[src/rtl/evt_bank_pkg.sv]
package evt_bank_pkg;
    // control word bit positions
    localparam int CTL_HOLD    = 0;
    localparam int CTL_SUP     = 1;
    localparam int CTL_USR     = 2;
    localparam int CTL_MK1     = 3;
    localparam int CTL_MK0     = 4;
    localparam int CTL_CEN     = 5;
    localparam int CTL_SEL_LSB = 8;
    // global word bit positions
    localparam int GLB_FRZ = 0;
    localparam int GLB_IRQ = 1;
    localparam int GLB_FOC = 2;

    typedef struct packed {
        logic cond_en;
        logic stop_mk0;
        logic stop_mk1;
        logic stop_usr;
        logic stop_sup;
        logic hold;
    } frz_cfg_t;

    typedef struct packed {
        logic frz_on_cond;
        logic irq_en;
        logic freeze_all;
    } glb_cfg_t;

    localparam frz_cfg_t FRZ_RESET = '{cond_en: 1'b0, stop_mk0: 1'b1, stop_mk1: 1'b1,
                                       stop_usr: 1'b1, stop_sup: 1'b1, hold: 1'b1};

    function automatic logic is_blocked(frz_cfg_t c, logic sup, logic mark);
        return c.hold | (sup & c.stop_sup) | (~sup & c.stop_usr)
             | (mark & c.stop_mk1) | (~mark & c.stop_mk0);
    endfunction
endpackage

[src/rtl/evt_ctr_slot.sv]
module evt_ctr_slot
    import evt_bank_pkg::*;
#(
    parameter int CTR_W   = 32,
    parameter int NUM_EVT = 8,
    parameter int DATA_W  = 32,
    localparam int SEL_W  = $clog2(NUM_EVT)
) (
    input  logic              clk,
    input  logic              rst,
    input  logic [NUM_EVT-1:0] evt_i,
    input  logic              sup_i,
    input  logic              mark_i,
    input  logic              mask_i,
    input  logic              gfreeze_i,
    input  logic              ctl_we_i,
    input  frz_cfg_t          ctl_cfg_i,
    input  logic [SEL_W-1:0]  ctl_sel_i,
    input  logic              cnt_we_i,
    input  logic [CTR_W-1:0]  cnt_wdata_i,
    output logic [CTR_W-1:0]  cnt_o,
    output logic [DATA_W-1:0] ctl_o,
    output logic              cond_o
);
    logic [CTR_W-1:0] cnt_q;
    frz_cfg_t         cfg_q;
    logic [SEL_W-1:0] sel_q;
    logic             inc;

    assign inc = evt_i[sel_q] & ~is_blocked(cfg_q, sup_i, mark_i) & ~gfreeze_i & ~mask_i;

    always_ff @(posedge clk) begin
        if (rst) begin
            cfg_q <= FRZ_RESET;
            sel_q <= '0;
        end else if (ctl_we_i) begin
            cfg_q <= ctl_cfg_i;
            sel_q <= ctl_sel_i;
        end
    end

    always_ff @(posedge clk) begin
        if (rst)           cnt_q <= '0;
        else if (cnt_we_i) cnt_q <= cnt_wdata_i;
        else if (inc)      cnt_q <= cnt_q + 1'b1;
    end

    always_comb begin
        ctl_o = '0;
        ctl_o[CTL_HOLD] = cfg_q.hold;
        ctl_o[CTL_SUP]  = cfg_q.stop_sup;
        ctl_o[CTL_USR]  = cfg_q.stop_usr;
        ctl_o[CTL_MK1]  = cfg_q.stop_mk1;
        ctl_o[CTL_MK0]  = cfg_q.stop_mk0;
        ctl_o[CTL_CEN]  = cfg_q.cond_en;
        ctl_o[CTL_SEL_LSB +: SEL_W] = sel_q;
    end

    assign cnt_o  = cnt_q;
    assign cond_o = cfg_q.cond_en & cnt_q[CTR_W-1];


    cnt_step_chk: assert property (@(posedge clk) disable iff (rst)
        !cnt_we_i |=> (cnt_q == $past(cnt_q) || cnt_q == $past(cnt_q) + 1'b1));

    cnt_hold_chk: assert property (@(posedge clk) disable iff (rst)
        (cfg_q.hold && !cnt_we_i) |=> $stable(cnt_q));

    cnt_mask_chk: assert property (@(posedge clk) disable iff (rst)
        (mask_i && !cnt_we_i) |=> $stable(cnt_q));

    gfrz_stall_chk: assert property (@(posedge clk) disable iff (rst)
        (gfreeze_i && !cnt_we_i) |=> $stable(cnt_q));
endmodule

[src/rtl/evt_bank_glb.sv]
module evt_bank_glb
    import evt_bank_pkg::*;
#(
    parameter int DATA_W = 32
) (
    input  logic              clk,
    input  logic              rst,
    input  logic              we_i,
    input  glb_cfg_t          wcfg_i,
    input  logic              any_cond_i,
    output logic              freeze_o,
    output logic              irq_o,
    output logic [DATA_W-1:0] word_o
);
    glb_cfg_t cfg_q;
    glb_cfg_t cfg_d;

    always_comb begin
        cfg_d = we_i ? wcfg_i : cfg_q;
        if (cfg_q.frz_on_cond && any_cond_i) cfg_d.freeze_all = 1'b1;
    end

    always_ff @(posedge clk) begin
        if (rst) cfg_q <= '{frz_on_cond: 1'b0, irq_en: 1'b0, freeze_all: 1'b1};
        else     cfg_q <= cfg_d;
    end

    assign freeze_o = cfg_q.freeze_all | (cfg_q.frz_on_cond & any_cond_i);
    assign irq_o    = cfg_q.irq_en & any_cond_i;

    always_comb begin
        word_o = '0;
        word_o[GLB_FRZ] = cfg_q.freeze_all;
        word_o[GLB_IRQ] = cfg_q.irq_en;
        word_o[GLB_FOC] = cfg_q.frz_on_cond;
    end


    gfrz_set_chk: assert property (@(posedge clk) disable iff (rst)
        (cfg_q.frz_on_cond && any_cond_i) |=> cfg_q.freeze_all);
endmodule

[src/rtl/evt_bank_rdmux.sv]
module evt_bank_rdmux #(
    parameter int NUM_CTRS = 4,
    parameter int CTR_W    = 32,
    parameter int DATA_W   = 32,
    parameter int ADDR_W   = 4
) (
    input  logic [ADDR_W-1:0]          addr_i,
    input  logic [NUM_CTRS*CTR_W-1:0]  cnt_i,
    input  logic [NUM_CTRS*DATA_W-1:0] ctl_i,
    input  logic [DATA_W-1:0]          glb_i,
    output logic [DATA_W-1:0]          rdata_o
);
    always_comb begin
        rdata_o = '0;
        for (int i = 0; i < NUM_CTRS; i++) begin
            if (addr_i == ADDR_W'(i))
                rdata_o = DATA_W'(cnt_i[i*CTR_W +: CTR_W]);
            if (addr_i == ADDR_W'(NUM_CTRS + i))
                rdata_o = ctl_i[i*DATA_W +: DATA_W];
        end
        if (addr_i == ADDR_W'(2*NUM_CTRS)) rdata_o = glb_i;
    end
endmodule

[src/rtl/evt_ctr_bank.sv]
module evt_ctr_bank
    import evt_bank_pkg::*;
#(
    parameter int NUM_CTRS = 4,
    parameter int CTR_W    = 32,
    parameter int NUM_EVT  = 8,
    localparam int DATA_W  = 32,
    localparam int ADDR_W  = $clog2(2*NUM_CTRS + 1),
    localparam int SEL_W   = $clog2(NUM_EVT)
) (
    input  logic                      clk,
    input  logic                      rst,
    input  logic [NUM_EVT-1:0]        evt_i,
    input  logic                      sup_mode_i,
    input  logic                      mark_i,
    input  logic                      mask_i,
    input  logic                      wr_en_i,
    input  logic [ADDR_W-1:0]         addr_i,
    input  logic [DATA_W-1:0]         wdata_i,
    output logic [DATA_W-1:0]         rd_data_o,
    output logic [NUM_CTRS*CTR_W-1:0] cnt_o,
    output logic                      irq_o
);
    logic [NUM_CTRS-1:0]        cond;
    logic [NUM_CTRS*DATA_W-1:0] ctl_words;
    logic [DATA_W-1:0]          glb_word;
    logic                       gfreeze;
    frz_cfg_t                   wr_ctl;
    glb_cfg_t                   wr_glb;

    assign wr_ctl = '{cond_en: wdata_i[CTL_CEN], stop_mk0: wdata_i[CTL_MK0],
                      stop_mk1: wdata_i[CTL_MK1], stop_usr: wdata_i[CTL_USR],
                      stop_sup: wdata_i[CTL_SUP], hold: wdata_i[CTL_HOLD]};
    assign wr_glb = '{frz_on_cond: wdata_i[GLB_FOC], irq_en: wdata_i[GLB_IRQ],
                      freeze_all: wdata_i[GLB_FRZ]};

    for (genvar g = 0; g < NUM_CTRS; g++) begin : g_slot
        evt_ctr_slot #(.CTR_W(CTR_W), .NUM_EVT(NUM_EVT), .DATA_W(DATA_W)) u_slot (
            .clk        (clk),
            .rst        (rst),
            .evt_i      (evt_i),
            .sup_i      (sup_mode_i),
            .mark_i     (mark_i),
            .mask_i     (mask_i),
            .gfreeze_i  (gfreeze),
            .ctl_we_i   (wr_en_i && addr_i == ADDR_W'(NUM_CTRS + g)),
            .ctl_cfg_i  (wr_ctl),
            .ctl_sel_i  (wdata_i[CTL_SEL_LSB +: SEL_W]),
            .cnt_we_i   (wr_en_i && addr_i == ADDR_W'(g)),
            .cnt_wdata_i(wdata_i[CTR_W-1:0]),
            .cnt_o      (cnt_o[g*CTR_W +: CTR_W]),
            .ctl_o      (ctl_words[g*DATA_W +: DATA_W]),
            .cond_o     (cond[g])
        );
    end

    evt_bank_glb #(.DATA_W(DATA_W)) u_glb (
        .clk       (clk),
        .rst       (rst),
        .we_i      (wr_en_i && addr_i == ADDR_W'(2*NUM_CTRS)),
        .wcfg_i    (wr_glb),
        .any_cond_i(|cond),
        .freeze_o  (gfreeze),
        .irq_o     (irq_o),
        .word_o    (glb_word)
    );

    evt_bank_rdmux #(.NUM_CTRS(NUM_CTRS), .CTR_W(CTR_W), .DATA_W(DATA_W), .ADDR_W(ADDR_W)) u_rd (
        .addr_i (addr_i),
        .cnt_i  (cnt_o),
        .ctl_i  (ctl_words),
        .glb_i  (glb_word),
        .rdata_o(rd_data_o)
    );


    irq_cond_chk: assert property (@(posedge clk) disable iff (rst)
        irq_o |-> (cond != '0));
endmodule

[config.mk]
export PLATFORM = sky130hd
export DESIGN_NAME = evt_ctr_bank
export DESIGN_NICKNAME = d
export VERILOG_FILES = /design/src/rtl/evt_bank_pkg.sv /design/src/rtl/evt_ctr_slot.sv /design/src/rtl/evt_bank_glb.sv /design/src/rtl/evt_bank_rdmux.sv /design/src/rtl/evt_ctr_bank.sv
export SDC_FILE = /design/constraint.sdc
export NUM_CORES = 1
export LEC_CHECK = 0
export ABC_AREA = 0
export CAP_MARGIN = 40
export CELL_PAD_IN_SITES_DETAIL_PLACEMENT = 0
export CELL_PAD_IN_SITES_GLOBAL_PLACEMENT = 2
export CORE_MARGIN = 2
export CORE_UTILIZATION = 33
export DETAILED_ROUTE_END_ITERATION = 12
export PLACE_DENSITY = 0.92
export SLEW_MARGIN = 40
export SYNTH_ARGS = -nofsm -noshare
export SYNTH_HDL_FRONTEND = slang
export SYNTH_SLANG_ARGS = --single-unit
[constraint.sdc]
create_clock -name clk -period 5.3 [get_ports clk]
set_input_delay 0.795 -clock clk [delete_from_list [all_inputs] [get_ports clk]]
set_output_delay 0.795 -clock clk [all_outputs]
set_load 0.01 [all_outputs]
## Yosys cells after proc, flatten, opt, wreduce, memory -nomap -nowiden

Index checks and enable logic that the tools add are counted.

- Input bits: 50
- Output and inout bits: 161
- Register bits after elaboration: 167

- Bitwise gates (word level): 59
- Add/sub/neg operators: 4
- Equal/unequal tests: 8
- Order comparisons: 4
- Reductions and logical operators: 17
- Muxes and demuxes: 25

Operator list:

| operator | number |
|---|---|
| 32-bit two-way mux | 17 |
| 32-bit by 1-bit adder with 32-bit output (second input constant) | 4 |
| 1-bit AND | 34 |
| 1-bit bitwise OR | 17 |
| 4-bit by 3-bit == test with 1-bit output (second input constant) | 4 |
| 3-bit by 4-bit < comparator with 1-bit output (second input constant) | 4 |
| 1-bit binary-select mux with 3-bit select | 4 |
| 1-bit logical AND | 10 |
| 4-bit by 2-bit == test with 1-bit output (second input constant) | 2 |
| 1-bit inverter | 8 |
| 2-bit nonzero test | 4 |
| 4-bit by 1-bit == test with 1-bit output (second input constant) | 1 |
| 4-bit == test (second input constant) | 1 |
| 4-bit zero test | 1 |
| 1-bit two-way mux | 4 |
| 4-bit OR reduction | 1 |
| 2-bit OR reduction | 1 |

## Logic depth before layout (Yosys ltp)

- Depth after elaboration: 11
- Mapped depth: 8

## Modules after synthesis

From an unflattened synthesis, not the netlist that was laid out.

- Cells, all modules: 1558
- Area total of the unflattened synthesis: 12962.4 um^2

By module, submodules not included:

| module | sequential area each (um^2) | cells an instance | times used | area each (um^2) |
|---|---|---|---|---|
| evt_ctr_slot at g_slot[0].u_slot ... | 820.8 | 296 | 3 | 2497.4 |
| evt_bank_rdmux | 0.0 | 319 | 1 | 2606.2 |
| evt_ctr_slot at g_slot[3].u_slot | 820.8 | 293 | 1 | 2429.8 |
| evt_bank_glb | 60.1 | 42 | 1 | 341.6 |
| evt_ctr_bank | 0.0 | 16 | 1 | 92.6 |

## Worst setup path before layout

Ideal clock, no wire load.

- Path kind: input port to output port
- Start point: input port addr_i[1]
- End point: output port rd_data_o[11]
- Data arrival time: 2.215 ns
- Buffers on the path: 2
- Setup slack: 2.290 ns
- Cell stages on the path: 5
- Cell sequence: clkbuf_1 > nor4b_1 > clkbuf_1 > a222oi_1 > nand2_1

- Word-level cells in the longest chain between the ends: 10
- Elaborated cells on any way between the ends: 18

Ends and longest elaborated chain:

| item | RTL line | RTL |
|---|---|---|
| start, declared | evt_ctr_bank.sv:18 | `input logic [ADDR_W-1:0] addr_i,` |
| 4-bit zero test | evt_bank_rdmux.sv:16 | `if (addr_i == ADDR_W'(i))` |
| 32-bit two-way mux | evt_bank_rdmux.sv:16 |  |
| 32-bit two-way mux | evt_bank_rdmux.sv:18 | `if (addr_i == ADDR_W'(NUM_CTRS + i))` |
| 32-bit two-way mux | evt_bank_rdmux.sv:16 |  |
| 32-bit two-way mux | evt_bank_rdmux.sv:18 |  |
| 32-bit two-way mux | evt_bank_rdmux.sv:16 |  |
| 32-bit two-way mux | evt_bank_rdmux.sv:18 |  |
| 32-bit two-way mux | evt_bank_rdmux.sv:16 |  |
| 32-bit two-way mux | evt_bank_rdmux.sv:18 |  |
| 32-bit two-way mux (*) | evt_bank_rdmux.sv:21 | `if (addr_i == ADDR_W'(2*NUM_CTRS)) rdata_o = glb_i;` |
| end, declared | evt_ctr_bank.sv:20 | `output logic [DATA_W-1:0] rd_data_o,` |

Every way passes the cells marked *; elsewhere a longest branch is shown, timed or not.

## Final worst setup path

- Start point: input port addr_i[2]
- End point: output port rd_data_o[2]

Same word-level chain as after synthesis.

==> impl_metrics.tcl <==
set metrics [dict create \
    outcome "complete, no violations" \
    synth_area_um2 11000 \
    die_x_um 186 \
    fp.coreArea_um2 32600 \
    nNetsFinal 1607 \
    whs_path_depth 2 \
    intPower_w 0.00219 \
    busiest_layer "met2" \
    switchingPower_w 0.000880 \
    clk_path_buf_depth 2 \
    fmax_mhz 216 \
    synth_warnings 0 \
    die_h_um 186 \
    grt_max_degree 97 \
    io_pins 211 \
    grtUsageMet1 0.412 \
    cts_buffers 17 \
    grt_overflow 0 \
    grt_use_total 0.289 \
    drt-vias-per-instance 6.32 \
    wirelength_um 50600 \
    ys_seq_area_frac 0.305 \
    setup_violations 0 \
    tightest_slew_ns 0.888 \
    synth_edf_count 0 \
    htreeDepth 4 \
    synth_cell_types 68 \
    groute.layer.met3.usage 0.0703 \
    gp_congestion 0.919 \
    postSynthCellCount 1429 \
    grt_pass1_wl_um 74200 \
    ys_ff_latch 167 \
    async_flop_share 0 \
    maxSlewHeadroom 0.406 \
    rows 66 \
    synth_top_cell_by_area "dfxtp_1" \
    cellLeakagePower_nw 4.32 \
    cap_violations 0 \
    pwr-share-seq 0.439 \
    crit_path_end_kind "output pin" \
    start_util 0.336 \
    vias 12700 \
    grt_use_met2 0.421 \
    hp-class "reg -> reg" \
    tns_ns 0 \
    rsz0062_at_grt "no" \
    synth_top_area_frac 0.305 \
    port_buffers 210 \
    grt_pass1_vias 11500 \
    hpwl_um 37000 \
    clkTransAtPathRegs_ns 0.07 \
    drt_iter0_markers 1453 \
    fin_crit_sh 0.872 \
    path_max_fanout 17 \
    cts_tree "done" \
    syn_to_final_growth_pct 27.1 \
    cts_resized 0 \
    instances_no_fill 2009 \
    period_minus_slack_ns 4.62 \
    critPathKind "in -> out" \
    postSynthAreaPerCell_um2 7.67 \
    detail_route.first_pass.iterations 8 \
    cp.required_ns 4.51 \
    drc 0 \
    power_frac_comb 0.114 \
    power_density_nw_per_um2 220 \
    die_area_um2 34700 \
    drive_gt1_frac 0.0613 \
    wire_per_inst_um 25.2 \
    cts_hold_buf 0 \
    critPathArrivalTime_ns 3.83 \
    dp.cells 1976 \
    synth.net_count 1483 \
    clock_sinks 167 \
    synth.area.top_cells "dfxtp_1, nand2_1, a311oi_1, nor2_1, nor4_1" \
    antenna_found_initial 1 \
    final_cell_mix "clkdlybuf4s50_1, nand2_1, nor2_1" \
    clk_latency_ns 0.45 \
    drv_slew 0 \
    r2r_cells 5 \
    drtAntennaViolNets 0 \
    hold_violations 0 \
    root_buffer "clkbuf_16" \
    clock_skew_ns 0.0145 \
    cts_setup_buffers 0 \
    p_clk_frac 0.447 \
    synth-main-ff-cell "dfxtp_1" \
    ir_worst_vdd_mv 0.231 \
    swShare 0.287 \
    final_common_cell "clkdlybuf4s50_1" \
    startpoint_type "input port" \
]
[final timing paths]
kind	from	to	slack, ns
worst min-delay path	u_glb.word_o[1]	u_glb.word_o[1]	0.49
worst max-delay path	addr_i[2]	rd_data_o[2]	0.68
worst min register to register	u_glb.word_o[1]	u_glb.word_o[1]	0.49
worst max register to register	g_slot[1].u_slot.cnt_o[3]	g_slot[1].u_slot.cnt_o[27]	2.19
[cells by family after synthesis]
kind of cell | synth area share
xor gates and xnor gates | 0.0208
buffers and inverters | 0.0610
AOI/OAI and AO/OA | 0.228
and+or+nand+nor | 0.352
muxes | 0.0285
DFF | 0.305
adders and majority gates | 0.00457
[layer usage]
layer	vias to the layer above	part of all wire
met5	-	0
li1	5782	-
met2	656	0.43
met4	0	0.030
met1	6172	0.44
met3	78	0.10
[worst max-delay path: stages]
cell	delay (ns)
clkdlybuf4s50_1	0.87
nor2b_1	0.54
and3_1	0.63
nor2_1	0.17
a31oi_1	0.24
clkdlybuf4s50_1	0.57
[Yosys cell counts, drive strengths merged, types with 3 or more instances]
cell and n:
nand4 33, o31ai 41, nor4 77, buf 9
a21bo 4, nor4b 3, a21o 11, nor2b 7
a311oi 74, o311a 6, a21oi 21, inv 26
xnor2 25, or2 3, nand2 175, o22ai 3
nand3 66, and4 33, or4b 3, a211oi 33
a22oi 9, a222oi 23, a2111oi 6, mux4 4
a2bb2oi 9, nor2 168, and3 24, a211o 5
clkbuf 119, o221ai 7, a31o 4, dfxtp 167
o21ai 24, nand4b 5, o31a 13, mux2i 20
nand3b 20, ha 4, or4 49, and2 26
nand2b 3, nor3 23, or3 16, a22o 7
a31oi 5
[sequential cells by signal (all words and copies together) (netlist names)]
| signal | count |
|---|---|
| g_slot.u_slot.sel_q | 12 |
| g_slot.u_slot.cnt_o | 128 |
| u_glb.word_o | 3 |
| g_slot.u_slot.ctl_o | 24 |
[power groups by stage]
| stage | registers (W) | logic (W) | clock network (W) |
|---|---|---|---|
| 3_5_place_dp | 0.00137 | 0.000343 | 0 |
| 2_1_floorplan | 0.00135 | 0.000158 | 0 |
| 6_report | 0.00135 | 0.000350 | 0.00137 |
| 4_1_cts | 0.00134 | 0.000345 | 0.00139 |
| 5_1_grt | 0.00135 | 0.000371 | 0.00144 |
| 3_3_place_gp | 0.00137 | 0.000341 | 0 |
[metrics by stage]
step                      setup slack, ns  power (W)  utilization  area (um^2)  hold WS [ns]
after global routing                0.436    0.00316        0.427        13900         0.514
after global placement              0.626    0.00171        0.407        13300         0.471
after CTS                           0.710    0.00307        0.427        13900         0.487
after floorplan                      2.29    0.00151            -        11000         0.446
final                               0.680    0.00307        0.427        13900         0.492
after detailed placement            0.738    0.00172        0.408        13300         0.478
[area by class of cell]
cell class / count / area, um^2
timing repair buffer: 233 / 2290
inverter: 26 / 97.6
antenna: 1 / 2.50
multi-input combinational: 1108 / 7030
clock inverter: 14 / 186
sequential: 167 / 3340
fill: 3266 / 18700
tap: 442 / 553
clock buffer: 18 / 429
Note: power is estimated with default switching activity, not from simulation.
